### config.mk
export PLATFORM = sky130hd
export DESIGN_NAME = pin_change_irq
export DESIGN_NICKNAME = d
export VERILOG_FILES = /design/src/rtl/pin_change_irq_pkg.sv /design/src/rtl/pci_sync.sv /design/src/rtl/pci_detect.sv /design/src/rtl/pci_status.sv /design/src/rtl/pci_mask.sv /design/src/rtl/pin_change_irq.sv
export SDC_FILE = /design/constraint.sdc
export NUM_CORES = 1
export LEC_CHECK = 0
export BUFFER_PORTS_ARGS = -buffer_cell sky130_fd_sc_hd__buf_2
export CORE_MARGIN = 1
export CORE_UTILIZATION = 46
export DETAILED_ROUTE_END_ITERATION = 7
export PLACE_DENSITY_LB_ADDON = 0.15
export SYNTH_ARGS = -nofsm -noshare
export SYNTH_HDL_FRONTEND = slang
export SYNTH_SLANG_ARGS = --single-unit
### constraint.sdc
create_clock -name clk_i -period 1.2 [get_ports clk_i]
set_input_delay 0.12 -clock clk_i [delete_from_list [all_inputs] [get_ports clk_i]]
set_output_delay 0.12 -clock clk_i [all_outputs]
set_load 0.05 [all_outputs]
### src/rtl/pin_change_irq_pkg.sv
package pin_change_irq_pkg;
  localparam int unsigned DEF_LINES = 32;
  localparam int unsigned DEF_SYNC  = 2;
endpackage

### src/rtl/pci_sync.sv
module pci_sync #(
  parameter int unsigned WIDTH  = 32,
  parameter int unsigned STAGES = 2
) (
  input  logic             clk_i,
  input  logic             rst_ni,
  input  logic [WIDTH-1:0] d_i,
  output logic [WIDTH-1:0] q_o
);
  logic [WIDTH-1:0] stg_q [STAGES];

  for (genvar s = 0; s < STAGES; s++) begin : g_stage
    if (s == 0) begin : g_first
      always_ff @(posedge clk_i or negedge rst_ni)
        if (!rst_ni) stg_q[s] <= '0;
        else         stg_q[s] <= d_i;
    end else begin : g_next
      always_ff @(posedge clk_i or negedge rst_ni)
        if (!rst_ni) stg_q[s] <= '0;
        else         stg_q[s] <= stg_q[s-1];
    end
  end

  assign q_o = stg_q[STAGES-1];
endmodule

### src/rtl/pci_detect.sv
module pci_detect #(
  parameter int unsigned WIDTH  = 32,
  parameter int unsigned STAGES = 2
) (
  input  logic             clk_i,
  input  logic             rst_ni,
  input  logic [WIDTH-1:0] lvl_i,
  output logic [WIDTH-1:0] chg_o
);
  // prev_q holds true pin data only once the synchronizer has filled
  localparam int unsigned ARM_CNT = STAGES + 1;
  localparam int unsigned CNT_W   = $clog2(ARM_CNT + 1);

  logic [CNT_W-1:0] warm_q;
  logic [WIDTH-1:0] prev_q;
  logic             armed;

  assign armed = (warm_q == CNT_W'(ARM_CNT));

  always_ff @(posedge clk_i or negedge rst_ni)
    if (!rst_ni)     warm_q <= '0;
    else if (!armed) warm_q <= warm_q + 1'b1;

  always_ff @(posedge clk_i or negedge rst_ni)
    if (!rst_ni) prev_q <= '0;
    else         prev_q <= lvl_i;

  assign chg_o = armed ? (lvl_i ^ prev_q) : '0;


  level_step_chk: assert property (@(posedge clk_i) disable iff (!rst_ni)
    (armed && $past(armed)) |-> (chg_o == (lvl_i ^ $past(lvl_i))));
endmodule

### src/rtl/pci_status.sv
module pci_status #(
  parameter int unsigned WIDTH = 32
) (
  input  logic             clk_i,
  input  logic             rst_ni,
  input  logic [WIDTH-1:0] chg_i,
  input  logic             rd_i,
  output logic [WIDTH-1:0] status_o
);
  logic [WIDTH-1:0] status_q;

  always_ff @(posedge clk_i or negedge rst_ni)
    if (!rst_ni) status_q <= '0;
    else         status_q <= (rd_i ? '0 : status_q) | chg_i;

  assign status_o = status_q;


  chg_sets_chk: assert property (@(posedge clk_i) disable iff (!rst_ni)
    (chg_i != '0) |=> ((status_q & $past(chg_i)) == $past(chg_i)));

  rd_clears_chk: assert property (@(posedge clk_i) disable iff (!rst_ni)
    (rd_i && chg_i == '0) |=> (status_q == '0));

  sticky_chk: assert property (@(posedge clk_i) disable iff (!rst_ni)
    !rd_i |=> ((status_q & $past(status_q)) == $past(status_q)));
endmodule

### src/rtl/pci_mask.sv
module pci_mask #(
  parameter int unsigned WIDTH = 32
) (
  input  logic             clk_i,
  input  logic             rst_ni,
  input  logic             set_i,
  input  logic             clr_i,
  input  logic [WIDTH-1:0] wdata_i,
  output logic [WIDTH-1:0] mask_o
);
  logic [WIDTH-1:0] mask_q, set_bits, clr_bits;

  assign set_bits = set_i ? wdata_i : '0;
  assign clr_bits = clr_i ? wdata_i : '0;

  always_ff @(posedge clk_i or negedge rst_ni)
    if (!rst_ni) mask_q <= '0;
    else         mask_q <= (mask_q | set_bits) & ~clr_bits;

  assign mask_o = mask_q;


  mask_set_chk: assert property (@(posedge clk_i) disable iff (!rst_ni)
    (set_i && !clr_i) |=> ((mask_q & $past(wdata_i)) == $past(wdata_i)));

  mask_clr_chk: assert property (@(posedge clk_i) disable iff (!rst_ni)
    clr_i |=> ((mask_q & $past(wdata_i)) == '0));

  mask_hold_chk: assert property (@(posedge clk_i) disable iff (!rst_ni)
    (!set_i && !clr_i) |=> $stable(mask_q));
endmodule

### src/rtl/pin_change_irq.sv
module pin_change_irq
  import pin_change_irq_pkg::*;
#(
  parameter int unsigned NUM_LINES   = DEF_LINES,
  parameter int unsigned SYNC_STAGES = DEF_SYNC
) (
  input  logic                 clk_i,
  input  logic                 rst_ni,
  input  logic [NUM_LINES-1:0] pins_i,
  input  logic                 mask_set_i,
  input  logic                 mask_clr_i,
  input  logic [NUM_LINES-1:0] wdata_i,
  input  logic                 stat_rd_i,
  output logic [NUM_LINES-1:0] mask_o,
  output logic [NUM_LINES-1:0] status_o,
  output logic [NUM_LINES-1:0] pin_level_o,
  output logic                 irq_o
);
  logic [NUM_LINES-1:0] lvl, chg, status, mask;

  pci_sync #(.WIDTH(NUM_LINES), .STAGES(SYNC_STAGES)) i_sync (
    .clk_i, .rst_ni, .d_i(pins_i), .q_o(lvl));

  pci_detect #(.WIDTH(NUM_LINES), .STAGES(SYNC_STAGES)) i_detect (
    .clk_i, .rst_ni, .lvl_i(lvl), .chg_o(chg));

  pci_status #(.WIDTH(NUM_LINES)) i_status (
    .clk_i, .rst_ni, .chg_i(chg), .rd_i(stat_rd_i), .status_o(status));

  pci_mask #(.WIDTH(NUM_LINES)) i_mask (
    .clk_i, .rst_ni, .set_i(mask_set_i), .clr_i(mask_clr_i),
    .wdata_i, .mask_o(mask));

  assign irq_o       = |(status & mask);
  assign mask_o      = mask;
  assign status_o    = status;
  assign pin_level_o = lvl;


  rd_keeps_new_chk: assert property (@(posedge clk_i) disable iff (!rst_ni)
    stat_rd_i |=> (status_o == $past(chg)));
endmodule

==> flow_summary.ini <==
[outcome]
outcome = finished with violations
violations = DRC, setup timing

[clock_network]
h-tree-depth = 4
cts_tree = done
clk_pin_slew_ps = 60
clk_latency_ps = 420
clk_path_buf_depth = 2
root_buffer = clkbuf_16
numCtsBuffers = 17
cts.sinks = 162

[drt]
firstDrtPassIters = 6
drt_iter0_drc = 186
finalWirelength_mm = 15.2
wl_per_cell_um = 17.9
ant_nets = 0
vias_per_cell = 4.90
drc = 10
vias = 4158

[global_route]
grt_pass1_wl_mm = 24.0
grt_max_degree = 51
grt_pass1_vias = 4664
antenna_found_initial = 0
grt-ovfl-total = 0
grt_usage_pct = 25.9

[placed_design]
hpwl_mm = 8.45
dpl_cell_area_mm2 = 0.00684
pre_cts_ws_ps = -585
portBuffers = 165
routabilityCongestion = 0.790

[timing]
holdWs_ps = 134
finalHoldViolCount = 0
relSlewSlack_pct = 52.3
fmax_mhz = 485
period_minus_slack_ps = 2060
setup_violations = 46
worst_slack_ps = -862
finalCritPeriodShare_pct = 172
grt_setup_unrepaired = true
maxSlewViolCount = 0
tightestPinTransition_ps = 715
skew_ps = 6.13

[synthesis]
synth_top_area_cell = dfrtp_1
synth_commonest_cells = dfrtp_1 (162), a21oi_1 (64)
synth_compound_area_share_pct = 10.9
ys_seq_area_share_pct = 73.3
synth-xor-area-share_pct = 5.22
synthAdderAreaFrac_pct = 0.226
yosysTopAreaCellShare_pct = 73.3
synth_edf_count = 0
yosys_warnings = 0
ys_seq_elements = 162
yosys-top-cells-area = dfrtp_1 (73%), a21oi_1 (5.8%), xor2_1 (5.1%)
yosysMostFrequentCell = dfrtp_1
syn_area_per_cell_um2 = 13.1
synth.cell_area_mm2 = 0.00553
syn_nets = 493
synth_mux_area_share_pct = 0.203
synth_async_sr_flop_share_pct = 100
synthSimpleGateAreaFrac_pct = 2.76
ys.flop_type = dfrtp_1
synth_cell_types = 15
synthCells = 423
synth_top_family_by_area = compound AO/OA/AOI/OAI gates

[worst_setup_path]
startpoint_type = flop
crit_fanout = 2
cpPeakStageDelay_ps = 570
crit_slowest_cell = or4_4
worstPathArrival_ps = 1940
worst-path-buf-inv = 1
crit_chain = a22oi_1 > nand4_1 > or4_4 > buf_6
worst_setup_path_end_kind = output pin
worstSetupPathType = flop to output pin
crit_required_ps = 1080
critical-path-top-delay-family = simple AND/OR/NAND/NOR gates

[power_and_ir_drop]
power.share.switching_pct = 27.9
p_switching_uw = 4280
seq_power_share_pct = 40.6
power.static_leakage_uw = 0.00439
intPower_uw = 11100
finalPower_uw = 15300
power_frac_clock_pct = 36.2
powerDensity_mw_per_mm2 = 1690
p_comb_share_pct = 23.2
ir_drop_v = 0.00137

[die]
die_area_mm2 = 0.0125
die_y_um = 112
die_w_um = 112
start_util_pct = 47.9
ios = 166
fp-row-count = 39
core_mm2 = 0.0116

[run]
maxCapViolCount = 0

[min_path]
hp-class = input port to asynchronous set/reset pin

[cells_and_area]
area.growth.synth_to_final_pct = 64.0
num_antenna_cells = 0
final_area_mm2 = 0.00907
fin_util_pct = 78.5
fillers = 667
drive_above_1_share_pct = 44.1
final_nets = 764
## final timing paths
kind | to | depth (start not counted) | from | slack (ps)
worst max register to register | i_status.status_o[4] | 4 | i_detect.warm_q[0] | 80
min in group clk_i | i_status.status_o[26] | 3 | stat_rd_i | 130
worst min-delay path | i_status.status_o[0] | 2 | rst_ni | 130
max in group asynchronous | i_status.status_o[16] | 3 | rst_ni | 510
worst max-delay path | irq_o | 4 | i_status.status_o[20] | -860
worst min register to register | i_sync.q_o[4] | 0 | i_sync.stg_q[36] | 350
## through the flow
step                cells  TNS [ps]
detailed placement    746      -585
CTS                   843     -2540
global placement      746      -502
global route          848     -3230
floorplan             423      -375
finish                848     -1530
## power groups by stage
stage | clock network [uW] | logic [uW] | registers (uW)
after detailed placement | 0 | 2570 | 6260
after global routing | 5890 | 3740 | 6270
after global placement | 0 | 2560 | 6230
final | 5550 | 3550 | 6230
after CTS | 5660 | 3450 | 6210
after floorplan | 0 | 679 | 7140
## metal layers
metal | track usage, % | up-vias | part of all wire [%] | routed length [um]
met5 | 0 | - | 0 | 0
met4 | 12.0 | 0 | 2.8 | 425
met3 | 8.66 | 31 | 6.1 | 920
met2 | 44.2 | 143 | 53 | 8030
met1 | 29.3 | 2076 | 38 | 5790
li1 | - | 1908 | - | -
## cell usage in the layout (no fill, tap or decap), drive strengths merged
cell	n
a22oi	16
bufinv	4
inv	32
mux2	1
dlygate4sd3	65
nand4	4
or4	1
a21oi	64
clkinv	3
ha	1
xor2	32
nand2	32
xnor2	1
clkbuf	26
o21ai	32
dfrtp	162
buf	229
## worst register-to-register path, delay by kind of cell, from the launching register on
family	cells	cell delay, ps
buffers and inverters	1	200
adder cells (fa/ha/maj)	1	250
AO/OA/AOI/OAI	1	90
flip-flops	1	400
AND/OR/NAND/NOR	1	60
## flip-flops by register name, indices dropped and copies added, names as in the netlist
register	flops
i_sync.stg_q	32
i_sync.q_o	32
i_detect.prev_q	32
i_mask.mask_o	32
i_detect.warm_q	2
i_status.status_o	32
## cell type report
class	instances	area (um2)	share of cell area, %
inverter	32	120	1.32
sequential	162	4110	45.3
timing repair buffer	297	2970	32.7
tap	143	179	1.97
multi-input combinational	184	1100	12.1
clock buffer	23	468	5.16
clock inverter	7	135	1.49
## kinds of logic after synthesis
group,Yosys count
DFF,162
muxes,1
and+or+nand+nor,37
xor gates and xnor gates,33
buffers and inverters,77
adders and majority gates,1
AOI/OAI and AO/OA,112
## repair_timing
action                                  CTS  global route
hold buffers                             65             0
gates resized for setup                 251            48
gates cloned                              0             1
setup buffers                            19            29
endpoints found under the setup margin   89            68
pin swaps                                 3             1
hold endpoints to repair                226             0
Note: power is estimated with default switching activity, not from simulation.
